<file path="config.mk">
export PLATFORM = sky130hd
export DESIGN_NAME = pred_issue_stage
export DESIGN_NICKNAME = d
export VERILOG_FILES = /design/src/rtl/pred_issue_pkg.sv /design/src/rtl/pred_issue_ctrl.sv /design/src/rtl/pred_issue_dpath.sv /design/src/rtl/pred_issue_stage.sv
export SDC_FILE = /design/constraint.sdc
export NUM_CORES = 1
export LEC_CHECK = 0
export BUFFER_PORTS_ARGS = -buffer_cell sky130_fd_sc_hd__buf_2
export CORE_MARGIN = 3
export CORE_UTILIZATION = 37
export DETAILED_ROUTE_END_ITERATION = 10
export PLACE_DENSITY_LB_ADDON = 0.08
export SLEW_MARGIN = 20
export SYNTH_ARGS = -nofsm -noshare
export SYNTH_HDL_FRONTEND = slang
export SYNTH_HIERARCHICAL = 1
export SYNTH_SLANG_ARGS = --single-unit
</file>
<file path="constraint.sdc">
create_clock -name clk -period 3 [get_ports clk]
set_clock_uncertainty 0.15 [all_clocks]
set_input_delay 0.15 -clock clk [delete_from_list [all_inputs] [get_ports clk]]
set_output_delay 0.15 -clock clk [all_outputs]
set_load 0.02 [all_outputs]
</file>
<file path="src/rtl/pred_issue_pkg.sv">
package pred_issue_pkg;

  // Strobes passed from the issue control to the datapath.
  typedef struct packed {
    logic fire;    // instruction leaves the stage
    logic exec;    // it issued with a true predicate
    logic isLoad;  // kind of the instruction that fired
  } issue_strobe_t;

endpackage

</file>
<file path="src/rtl/pred_issue_ctrl.sv">
module pred_issue_ctrl
  import pred_issue_pkg::*;
#(
  parameter int REGS = 32,
  localparam int AW = $clog2(REGS)
) (
  input  logic            instValid,
  input  logic            instIsLoad,
  input  logic [AW-1:0]   instSrcA,
  input  logic [AW-1:0]   instSrcB,
  input  logic [AW-1:0]   instPred,
  input  logic [REGS-1:0] busyVec,
  input  logic            fwdHit,
  input  logic            predNonZero,
  output logic            stall,
  output issue_strobe_t   strobe
);

  logic predIsZero;
  logic predPending;
  logic predTrue;
  logic srcAPending;
  logic srcBPending;

  always_comb begin
    predIsZero  = (instPred == '0);
    predPending = !predIsZero && busyVec[instPred] && !fwdHit;
    predTrue    = !predIsZero && predNonZero;
    srcAPending = (instSrcA != '0) && busyVec[instSrcA];
    srcBPending = !instIsLoad && (instSrcB != '0) && busyVec[instSrcB];

    // Wait for the predicate first; wait for sources only if it is true.
    stall = instValid && (predPending || (predTrue && (srcAPending || srcBPending)));

    strobe.fire   = instValid && !stall;
    strobe.exec   = strobe.fire && predTrue;
    strobe.isLoad = strobe.fire && instIsLoad;
  end

endmodule

</file>
<file path="src/rtl/pred_issue_dpath.sv">
module pred_issue_dpath
  import pred_issue_pkg::*;
#(
  parameter int REGS    = 32,
  parameter int DW      = 32,
  parameter int LATENCY = 3,
  localparam int AW = $clog2(REGS)
) (
  input  logic          clk,
  input  logic          rstN,
  input  logic [AW-1:0] instDest,
  input  logic [AW-1:0] instPred,
  input  logic [DW-1:0] predData,
  input  logic [DW-1:0] baseData,
  input  logic          wbValid,
  input  logic [AW-1:0] wbDest,
  input  logic [DW-1:0] wbData,
  input  issue_strobe_t strobe,
  output logic          fwdHit,
  output logic          predNonZero,
  output logic [DW-1:0] memAddr,
  output logic          commitValid,
  output logic          commitWriteEn,
  output logic [AW-1:0] commitDest,
  output logic          commitIsLoad
);

  logic [DW-1:0] predValue;

  // Extra read port plus bypass from writeback for the predicate.
  always_comb begin
    fwdHit      = wbValid && (wbDest == instPred) && (instPred != '0);
    predValue   = fwdHit ? wbData : predData;
    predNonZero = (predValue != '0);
    memAddr     = baseData;
  end

  logic          pipeValid [LATENCY];
  logic          pipeWe    [LATENCY];
  logic          pipeLoad  [LATENCY];
  logic [AW-1:0] pipeDest  [LATENCY];

  for (genvar s = 0; s < LATENCY; s++) begin : g_stage
    if (s == 0) begin : g_head
      always_ff @(posedge clk) begin
        if (!rstN) begin
          pipeValid[s] <= 1'b0;
          pipeWe[s]    <= 1'b0;
          pipeLoad[s]  <= 1'b0;
          pipeDest[s]  <= '0;
        end else begin
          pipeValid[s] <= strobe.fire;
          pipeWe[s]    <= strobe.exec;
          pipeLoad[s]  <= strobe.isLoad;
          pipeDest[s]  <= strobe.fire ? instDest : '0;
        end
      end
    end else begin : g_body
      always_ff @(posedge clk) begin
        if (!rstN) begin
          pipeValid[s] <= 1'b0;
          pipeWe[s]    <= 1'b0;
          pipeLoad[s]  <= 1'b0;
          pipeDest[s]  <= '0;
        end else begin
          pipeValid[s] <= pipeValid[s-1];
          pipeWe[s]    <= pipeWe[s-1];
          pipeLoad[s]  <= pipeLoad[s-1];
          pipeDest[s]  <= pipeDest[s-1];
        end
      end
    end
  end

  assign commitValid   = pipeValid[LATENCY-1];
  assign commitWriteEn = pipeWe[LATENCY-1];
  assign commitIsLoad  = pipeLoad[LATENCY-1];
  assign commitDest    = pipeDest[LATENCY-1];

endmodule

</file>
<file path="src/rtl/pred_issue_stage.sv">
module pred_issue_stage
  import pred_issue_pkg::*;
#(
  parameter int REGS    = 32,
  parameter int DW      = 32,
  parameter int LATENCY = 3,
  localparam int AW = $clog2(REGS)
) (
  input  logic            clk,
  input  logic            rstN,
  input  logic            instValid,
  input  logic            instIsLoad,
  input  logic [AW-1:0]   instDest,
  input  logic [AW-1:0]   instSrcA,
  input  logic [AW-1:0]   instSrcB,
  input  logic [AW-1:0]   instPred,
  input  logic [REGS-1:0] busyVec,
  input  logic [DW-1:0]   predData,
  input  logic [DW-1:0]   baseData,
  input  logic            wbValid,
  input  logic [AW-1:0]   wbDest,
  input  logic [DW-1:0]   wbData,
  output logic            stall,
  output logic            issueFire,
  output logic            aluEnable,
  output logic            memReadEn,
  output logic [DW-1:0]   memAddr,
  output logic            commitValid,
  output logic            commitWriteEn,
  output logic [AW-1:0]   commitDest,
  output logic            commitIsLoad
);

  issue_strobe_t strobe;
  logic          fwdHit;
  logic          predNonZero;

  pred_issue_ctrl #(.REGS(REGS)) u_ctrl (
    .instValid  (instValid),
    .instIsLoad (instIsLoad),
    .instSrcA   (instSrcA),
    .instSrcB   (instSrcB),
    .instPred   (instPred),
    .busyVec    (busyVec),
    .fwdHit     (fwdHit),
    .predNonZero(predNonZero),
    .stall      (stall),
    .strobe     (strobe)
  );

  pred_issue_dpath #(.REGS(REGS), .DW(DW), .LATENCY(LATENCY)) u_dpath (
    .clk          (clk),
    .rstN         (rstN),
    .instDest     (instDest),
    .instPred     (instPred),
    .predData     (predData),
    .baseData     (baseData),
    .wbValid      (wbValid),
    .wbDest       (wbDest),
    .wbData       (wbData),
    .strobe       (strobe),
    .fwdHit       (fwdHit),
    .predNonZero  (predNonZero),
    .memAddr      (memAddr),
    .commitValid  (commitValid),
    .commitWriteEn(commitWriteEn),
    .commitDest   (commitDest),
    .commitIsLoad (commitIsLoad)
  );

  assign issueFire = strobe.fire;
  assign aluEnable = strobe.exec && !strobe.isLoad;
  assign memReadEn = strobe.exec && strobe.isLoad;

endmodule

</file>
==> results of run 1 <==
## metrics by stage
stage,std cells,total power [uW],hold WS [ps],cell area (um2),worst slack [ps]
floorplan,214,547,146,2120,207
global placement,380,607,150,2600,304
detailed placement,380,609,150,2600,209
CTS,389,826,150,2710,201
global route,389,874,150,2710,44.8
finish,389,816,150,2710,223
## path summary, 6_finish.rpt
kind / endpoint / start / depth (start not counted)
setup / recovery: memReadEn / instPred[1] / 10
hold / removal: memAddr[24] / baseData[24] / 0
setup reg to reg: u_dpath/pipeDest[1][4]$_SDFF_PN0_ / u_dpath/pipeDest[0][4]$_SDFF_PN0_ / 1
hold reg to reg: u_dpath/pipeDest[1][2]$_SDFF_PN0_ / u_dpath/pipeDest[0][2]$_SDFF_PN0_ / 1
## critical path, stage by stage
cell and delay (ps):
buf_2 200, xor2_1 200, nor3_1 220, and4_4 260, mux2i_1 240, o21ai_0 130, or4_4 540, a211oi_2 210
and2_2 170, buf_2 150
## power groups by stage
stage	logic, uW	clock network, uW	registers, uW
final	279	210	327
after global routing	307	238	328
after CTS	280	219	327
after detailed placement	274	0	335
after global placement	272	0	335
after floorplan	211	0	336
## cell type report
cell class                 instances  area (um2)
tap                               70        87.6
inverter                           2        7.51
multi-input combinational        146        1330
sequential                        24         480
fill                             535        2630
clock buffer                       4        55.1
timing repair buffer             143         743
## cells in the mapped netlist (all sizes together)
| cell type | number | area (um2) |
|---|---|---|
| nor3b | 1 | 7.51 |
| buf | 38 | 283 |
| xnor2 | 1 | 8.76 |
| a211oi | 1 | 12.5 |
| o311a | 1 | 10.0 |
| a221o | 2 | 20.0 |
| mux4 | 17 | 394 |
| mux2 | 11 | 124 |
| o21a | 1 | 7.51 |
| o211ai | 1 | 7.51 |
| a22oi | 2 | 20.0 |
| mux2i | 7 | 70.1 |
| nand4b | 2 | 17.5 |
| o31a | 1 | 8.76 |
| or4 | 2 | 18.8 |
| and2 | 20 | 126 |
| inv | 2 | 7.51 |
| a22o | 1 | 8.76 |
| nand2b | 2 | 12.5 |
| dfxtp | 24 | 480 |
| a311oi | 1 | 8.76 |
| and4 | 2 | 20.0 |
| and3 | 6 | 37.5 |
| nand2 | 6 | 22.5 |
| clkbuf | 4 | 15.0 |
| and2b | 3 | 26.3 |
| nor2b | 3 | 18.8 |
| and3b | 1 | 10.0 |
| xor2 | 3 | 26.3 |
| a21oi | 3 | 15.0 |
| or2 | 2 | 12.5 |
| a2111oi | 1 | 10.0 |
| nor4 | 17 | 113 |
| o21ai | 2 | 10.0 |
| nor2 | 7 | 26.3 |
| o22ai | 2 | 12.5 |
| nor3 | 2 | 10.0 |
| nand3 | 4 | 20.0 |
| a222oi | 2 | 20.0 |
| a21boi | 1 | 7.51 |
| nand4 | 5 | 31.3 |
## routing by layer
| metal | up-vias | track usage, % |
|---|---|---|
| li1 | 998 | - |
| met1 | 918 | 27.4 |
| met2 | 102 | 30.6 |
| met3 | 34 | 5.59 |
| met4 | 0 | 11.6 |
| met5 | - | 0 |
## kinds of logic (layout without fill, tap and decap cells)
group                     count (synthesis)  after routing  synth area share [%]
AOI/OAI and AO/OA                        22             22                  8.45
xor gates and xnor gates                  4              4                  1.65
buffers and inverters                    44            149                  14.4
DFF                                      24             24                  22.7
muxes                                    35             35                  27.8
and+or+nand+nor                          85             85                  25.0
## registers in the layout, indices dropped and copies added (netlist names)
name,cells
u_dpath/pipeDest,15
u_dpath/pipeLoad,3
u_dpath/pipeValid,3
u_dpath/pipeWe,3
==> reports/results.tsv, run 1 <==
metric	value	unit
status	complete, no violations	
max-clock-path-buffers	2	
grt-ovfl-total	0	
drc	0	
fin_tns_setup	0	ps
netSwitchingPower	217	uW
grt_pass1_wl	10500	um
syn_avg_cell_area	9.90	um2
finalHoldViolCount	0	
slew_violations	0	
syn_area	2120	um2
clock.fmax	360	MHz
pwr-share-seq	40.1	%
track_usage	20.8	%
p_leak	0.00126	uW
diodes	0	
ir_worst_vdd	0.232	mV
syn_inst	214	
grt_pass1_vias	2023	
area_growth	27.8	%
final_common_cell	buf_2	
postCtsSetupBuffers	0	
crit_type	input pin to primary output	
die_w	81.7	um
clkPwrFrac	25.7	%
initial_core_util	39.7	%
cts_tree	built	
synth_seq_cells	24	
finalCritPeriodShare	92.6	%
wirelength	6990	um
seq_area_frac_synth	22.7	%
worstMarginPinSlew	772	ps
via_per_inst	5.28	
core	5340	um2
ioPinCount	202	
antenna_found_initial	0	
htreeDepth	1	
setup_violations	0	
rrSetupSlack	2310	ps
rsz0062_at_grt	false	
grt_max_degree	25	
cts_resized	0	
p_per_area	302	nW/um2
holdBufCountCts	5	
combinationalPowerShare	34.2	%
wl_met1	2830	um
cts_made_buffers	3	
switching_share	26.6	%
finalWorstPathRequiredPeriod	2780	ps
highest-signal-layer	met4	
dp_hpwl	6080	um
die_h	81.7	um
placementRows	26	
firstDrtPassIters	4	
crit_required	2700	ps
finalNetCount	478	
drive_gt1_share	54.5	%
synth_nets	372	
cp_max_fo	12	
intPower	599	uW
max-slew-margin-rel	48.4	%
worstPathArrival	2480	ps
hold_class	input pin to primary output	
insertion_delay	260	ps
mostFrequentLayoutCells	137 x buf_2, 24 x dfxtp_1, 19 x and2_1	
wl_met2	3070	um
dr_total_vias	2052	
utilization	50.7	%
endpoint_kind	primary output	
crit_path_start_kind	input pin	
yosysWarningCount	6	
antenna_left	0	
wl_per_cell	18.0	um
gp_congestion	0.847	
die_area	6670	um2
ys_types	52	
numClockSinks	24	
drtIter0Drc	81	
clockRootBuffer	clkbuf_8	
max_cap_viol_count	0	
portBuffers	137	
wl_met3	752	um
Note: power is estimated with default switching activity, not from simulation.
==> run 2: changes to the inputs <==
ABC_AREA = 1   (was unset)
CORE_UTILIZATION = 36   (was 37)
MAX_ROUTING_LAYER = met4   (was unset)
clock period = 2.2 ns   (was 3 ns; I/O delays follow)
==> run 2 against run 1 <==
Compared with the run above: critical path type unchanged; cell count rose by 66%; clock power grew 81%; die area increased by 20%; sequential share of layout area down 2.3 points.
==> reports/results.tsv, run 2 <==
metric	value	unit
ys_types	23	
clockRootBuffer	clkbuf_8	
synth_top_area_share	22.7	%
dp_hpwl	6920	um
core	6530	um2
top_register	u_dpath/pipeDest	
ioPinCount	202	
largest_reg_flops	15	
diodes	0	
max-clock-path-buffers	2	
status	complete, no violations	
yosysWarningCount	6	
p_per_area	402	nW/um2
cts_tree	built	
max-slew-margin-rel	75.5	%
rrSetupSlack	1560	ps
ir_worst_vdd	0.359	mV
dr_total_vias	2944	
track_usage	20.7	%
syn_area	2500	um2
clock.fmax	516	MHz
numClockSinks	24	
placementRows	29	
synth_flop_cell	dfxtp_1	
cts_made_buffers	3	
grt_pass1_vias	2696	
multi_input_comb_area	1350	um2
worst_path_most_repeated_cell	nand2_1	
synthTopCellsByArea	nand2_1 23%, dfxtp_1 19%, inv_1 13%, buf_4 10%, nand3_1 9.2%	
finalNetCount	727	
fin_tns_setup	0	ps
synth_nets	622	
synth-edff-count	0	
cp_slowest_cell	buf_2	
max_cap_viol_count	0	
p_leak	0.00200	uW
synth_common_cells	151 x nand2_1, 88 x inv_1, 48 x nor2_1	
finalCritPeriodShare	88.1	%
crit_type	input pin to primary output	
yosysTopAreaCell	nand2_1	
die_h	89.3	um
final_common_cell	nand2_1	
startpoint	instPred[1]	
initial_core_util	38.2	%
drc	0	
die_w	89.3	um
setup_violations	0	
grt-ovfl-total	0	
rsz0062_at_grt	false	
via_per_inst	4.56	
portBuffers	137	
wirelength	8120	um
die_area	7970	um2
synth_seq_cells	24	
grt_pass1_wl	12500	um
cp_max_fo	20	
grt_max_degree	21	
finalWorstPathRequiredPeriod	1940	ps
area_growth	24.5	%
fillers	742	
endpoint_kind	primary output	
syn_avg_cell_area	5.38	um2
drtIter0Drc	164	
htreeDepth	1	
drive_gt1_share	28.0	%
clk_pin_slew_worst_paths	90	ps
critPathMaxStageDelay	290	ps
antenna_left	0	
syn_inst	464	
finalHoldViolCount	0	
worstPathArrival	1680	ps
worstMarginPinSlew	366	ps
mostFrequentLayoutCells	151 x nand2_1, 136 x buf_2, 88 x inv_1	
crit_required	1940	ps
r2r_start	u_dpath/pipeValid[0]$_DFF_P_	
final-seq-area	480	um2
hp-start	rstN	
synth_most_common_cell	nand2_1	
async_flop_share	0	%
antenna_found_initial	0	
hold_class	input pin to flop	
path_cells	buf_2, inv_1, nand2_1, nand2_1, nor2_2, nand3_2, nor2_4, inv_1, nand2_1, nand3b_1, nand3_2, nor2_2, nand2_1, inv_1, buf_2	
utilization	47.6	%
firstDrtPassIters	4	
crit_path_start_kind	input pin	
wl_per_cell	12.6	um
slew_violations	0	
insertion_delay	260	ps
power.total	1250	uW
seq_area_frac_synth	19.2	%
gp_congestion	0.937	
run 2: changes by cell type after synthesis, sizes merged, moves of 13 or more:
cell	delta
nor2	+47
o21ai	+13
nor4	-17
nand3	+45
mux4	-17
and2	-18
inv	+89
nand2	+148
run 2: report_power, final:
| group | leakage [uW] | switching, uW | internal [uW] | total (uW) |
|---|---|---|---|---|
| clock network | 0.0000357 | 138 | 243 | 381 |
| logic | 0.00177 | 242 | 184 | 426 |
| registers | 0.000194 | 1.86 | 442 | 444 |
| total | 0.00200 | 382 | 870 | 1250 |
run 2: cell type report:
type | instances | share of cell area, %
Multi-Input combinational cell | 304 | 43.2
Tap cell | 77 | 3.10
Clock buffer | 3 | 1.33
Inverter | 91 | 11.1
Clock inverter | 1 | 0.965
Timing Repair Buffer | 145 | 24.9
Sequential cell | 24 | 15.4
run 2: cells by family (layout without fill, tap and decap cells):
group,count (synthesis),after routing,share of synthesized area (%)
simple gates,269,269,45.8
buf+inv,136,240,26.9
compound gates,35,35,8.02
flops,24,24,19.2
run 2: final timing paths:
check / to / cells after the start
setup / recovery: memReadEn / 15
hold / removal: u_dpath/pipeDest[2][0]$_SDFF_PN0_ / 3
setup reg to reg: u_dpath/pipeValid[1]$_DFF_P_ / 2
hold reg to reg: u_dpath/pipeDest[1][0]$_SDFF_PN0_ / 2
run 2: per-layer routing:
layer  vias up  global-route usage (%)  share of wire (%)
met5         -                       -                  0
met2        92                    35.4                 51
met1      1252                    25.5                 41
met3        22                    3.04                6.8
met4         0                    5.41                1.5
li1       1578                       -                  -
run 2: worst max-delay path, delay by kind of cell:
kind          cells  cell delay (ps)
simple gates     10              960
buf+inv           5              600
run 2: timing repair:
action	4_1_cts	5_1_grt
setup endpoints to repair	0	2
hold buffers	5	0
resized for setup	0	1
endpoints found under the hold margin	5	0
setup buffers	0	0
run 2: per-stage QoR:
step | worst slack [ps] | instances | hold slack, ps | cell area (um2)
global route | 19.1 | 645 | 70.0 | 3110
global placement | 242 | 636 | 70.1 | 2990
floorplan | 588 | 464 | 72.2 | 2500
detailed placement | 238 | 636 | 70.1 | 2990
CTS | 236 | 645 | 55.9 | 3110
finish | 261 | 645 | 59.2 | 3110
==> run 3: changes to the inputs <==
CELL_PAD_IN_SITES_DETAIL_PLACEMENT = 2   (was unset)
CELL_PAD_IN_SITES_GLOBAL_PLACEMENT = 2   (was unset)
CORE_UTILIZATION = 15   (was 36)
==> run 3 against run 2 <==
Compared with the run above: count of clock-buffer cells in the layout is the same; setup slack lost 36 ps; sequential power is essentially flat; clock power grew 36%; global-route usage shrank 8.3 points; core utilization shrank 27 points; die area grew 130%; power grew 13%; routed wire length grew 36%; flip-flop and latch count is the same; first-iteration DRC count shrank 72%; critical endpoint unchanged.
==> reports/results.tsv, run 3 (synthesis gave the netlist of run 2 again) <==
metric	value	unit
grt_pass1_wl	17700	um
wirelength	11100	um
hold_class	input pin to primary output	
crit_path_start_kind	input pin	
die_w	135	um
cts_tree	built	
crit_type	input pin to primary output	
dp_hpwl	9750	um
max-slew-margin-rel	77.7	%
antenna_found_initial	1	
wl_per_cell	14.1	um
portBuffers	137	
status	complete, no violations	
postCtsSetupBuffers	0	
finalNetCount	727	
finalCritPeriodShare	89.7	%
power.total	1410	uW
gp_congestion	0.759	
grt_max_degree	37	
endpoint_kind	primary output	
worstPathArrival	1710	ps
insertion_delay	260	ps
die_h	135	um
antenna_left	0	
grt_pass1_vias	3450	
grt-ovfl-total	0	
drtIter0Drc	46	
hold-worst-slack	70.0	ps
dr_total_vias	3099	
drc	0	
p_per_area	424	nW/um2
finalHoldViolCount	0	
placementRows	46	
p_leak	0.00201	uW
core	16100	um2
ir_worst_vdd	0.255	mV
ioPinCount	202	
cts_made_buffers	3	
rsz0062_at_grt	false	
area_growth	33.4	%
numClockSinks	24	
clockRootBuffer	clkbuf_16	
initial_core_util	15.5	%
worstMarginPinSlew	335	ps
mostFrequentLayoutCells	151 x nand2_1, 135 x buf_2, 88 x inv_1	
finalWorstPathRequiredPeriod	1970	ps
fillers	2061	
top_register	u_dpath/pipeDest	
max-clock-path-buffers	2	
setup_violations	0	
firstDrtPassIters	4	
crit_required	1940	ps
fin_tns_setup	0	ps
cp_max_fo	12	
track_usage	12.4	%
clock.fmax	507	MHz
final_common_cell	nand2_1	
max_cap_viol_count	0	
via_per_inst	3.95	
htreeDepth	1	
slew_violations	0	
largest_reg_flops	15	
drive_gt1_share	28.0	%
die_area	18200	um2
==> run 3: cell types whose count changed in the layout (fill, tap and decap cells not counted), sizes merged <==
cell   change
diode      +1
==> run 3: critical path, stage by stage <==
cell and delay, ps:
clkbuf_4 180, buf_4 190, nand2_1 70, nand3_1 80, nand3_1 110, nand2_1 60, nand2_1 50, nand3_1 100
nand3_2 100, nand2_2 80, nand2_2 80, nand3_2 90, nor2_4 120, nand2_1 70, inv_1 60, buf_2 150
==> run 3: path summary, 6_finish.rpt <==
path                                                          end  cells past startpoint  slack, ps                              start
worst max-delay path                                    memReadEn                     16        230                        instSrcB[0]
worst max register to register  u_dpath/pipeDest[2][2]$_SDFF_PN0_                      2       1530  u_dpath/pipeDest[1][2]$_SDFF_PN0_
worst min register to register  u_dpath/pipeDest[2][4]$_SDFF_PN0_                      2        260  u_dpath/pipeDest[1][4]$_SDFF_PN0_
worst min-delay path                                  memAddr[16]                      0         70                       baseData[16]
==> run 3: metrics by stage <==
step	worst slack, ps	cells	util (%)	area (um2)
6_report	226	785	20.7	3330
5_1_grt	23.4	785	20.7	3330
3_5_place_dp	6.61	775	19.6	3160
4_1_cts	123	784	20.6	3320
3_3_place_gp	78.7	775	19.6	3160
2_1_floorplan	588	464	-	2500
==> run 3: power by group <==
| group | leakage [uW] | total, uW | switching [uW] | internal, uW |
|---|---|---|---|---|
| Clock | 0.0000511 | 519 | 157 | 362 |
| Sequential | 0.000194 | 445 | 2.06 | 443 |
| Combinational | 0.00177 | 450 | 264 | 186 |
==> run 3: final cells by class <==
| cell class | count | area, um2 | area share, % |
|---|---|---|---|
| multi-input combinational | 304 | 1350 | 40.5 |
| timing repair buffer | 145 | 779 | 23.4 |
| sequential | 24 | 480 | 14.4 |
| inverter | 91 | 344 | 10.3 |
| tap | 216 | 270 | 8.11 |
| clock buffer | 3 | 75.1 | 2.25 |
| clock inverter | 1 | 30.0 | 0.901 |
| antenna | 1 | 2.50 | 0.0751 |
==> run 3: layer usage <==
metal,routed length (um),up-vias,global-route usage [%],part of all wire (%)
li1,-,1580,-,-
met4,60,0,1.46,0.54
met1,4800,1395,14.8,43
met2,5320,116,21.5,48
met5,0,-,-,0
met3,872,8,3.54,7.9
==> run 3: repair_timing <==
| action | CTS | global route |
|---|---|---|
| resized for setup | 1 | 3 |
| hold buffers | 5 | 0 |
| setup endpoints to repair | 1 | 1 |
| endpoints found under the hold margin | 5 | 0 |
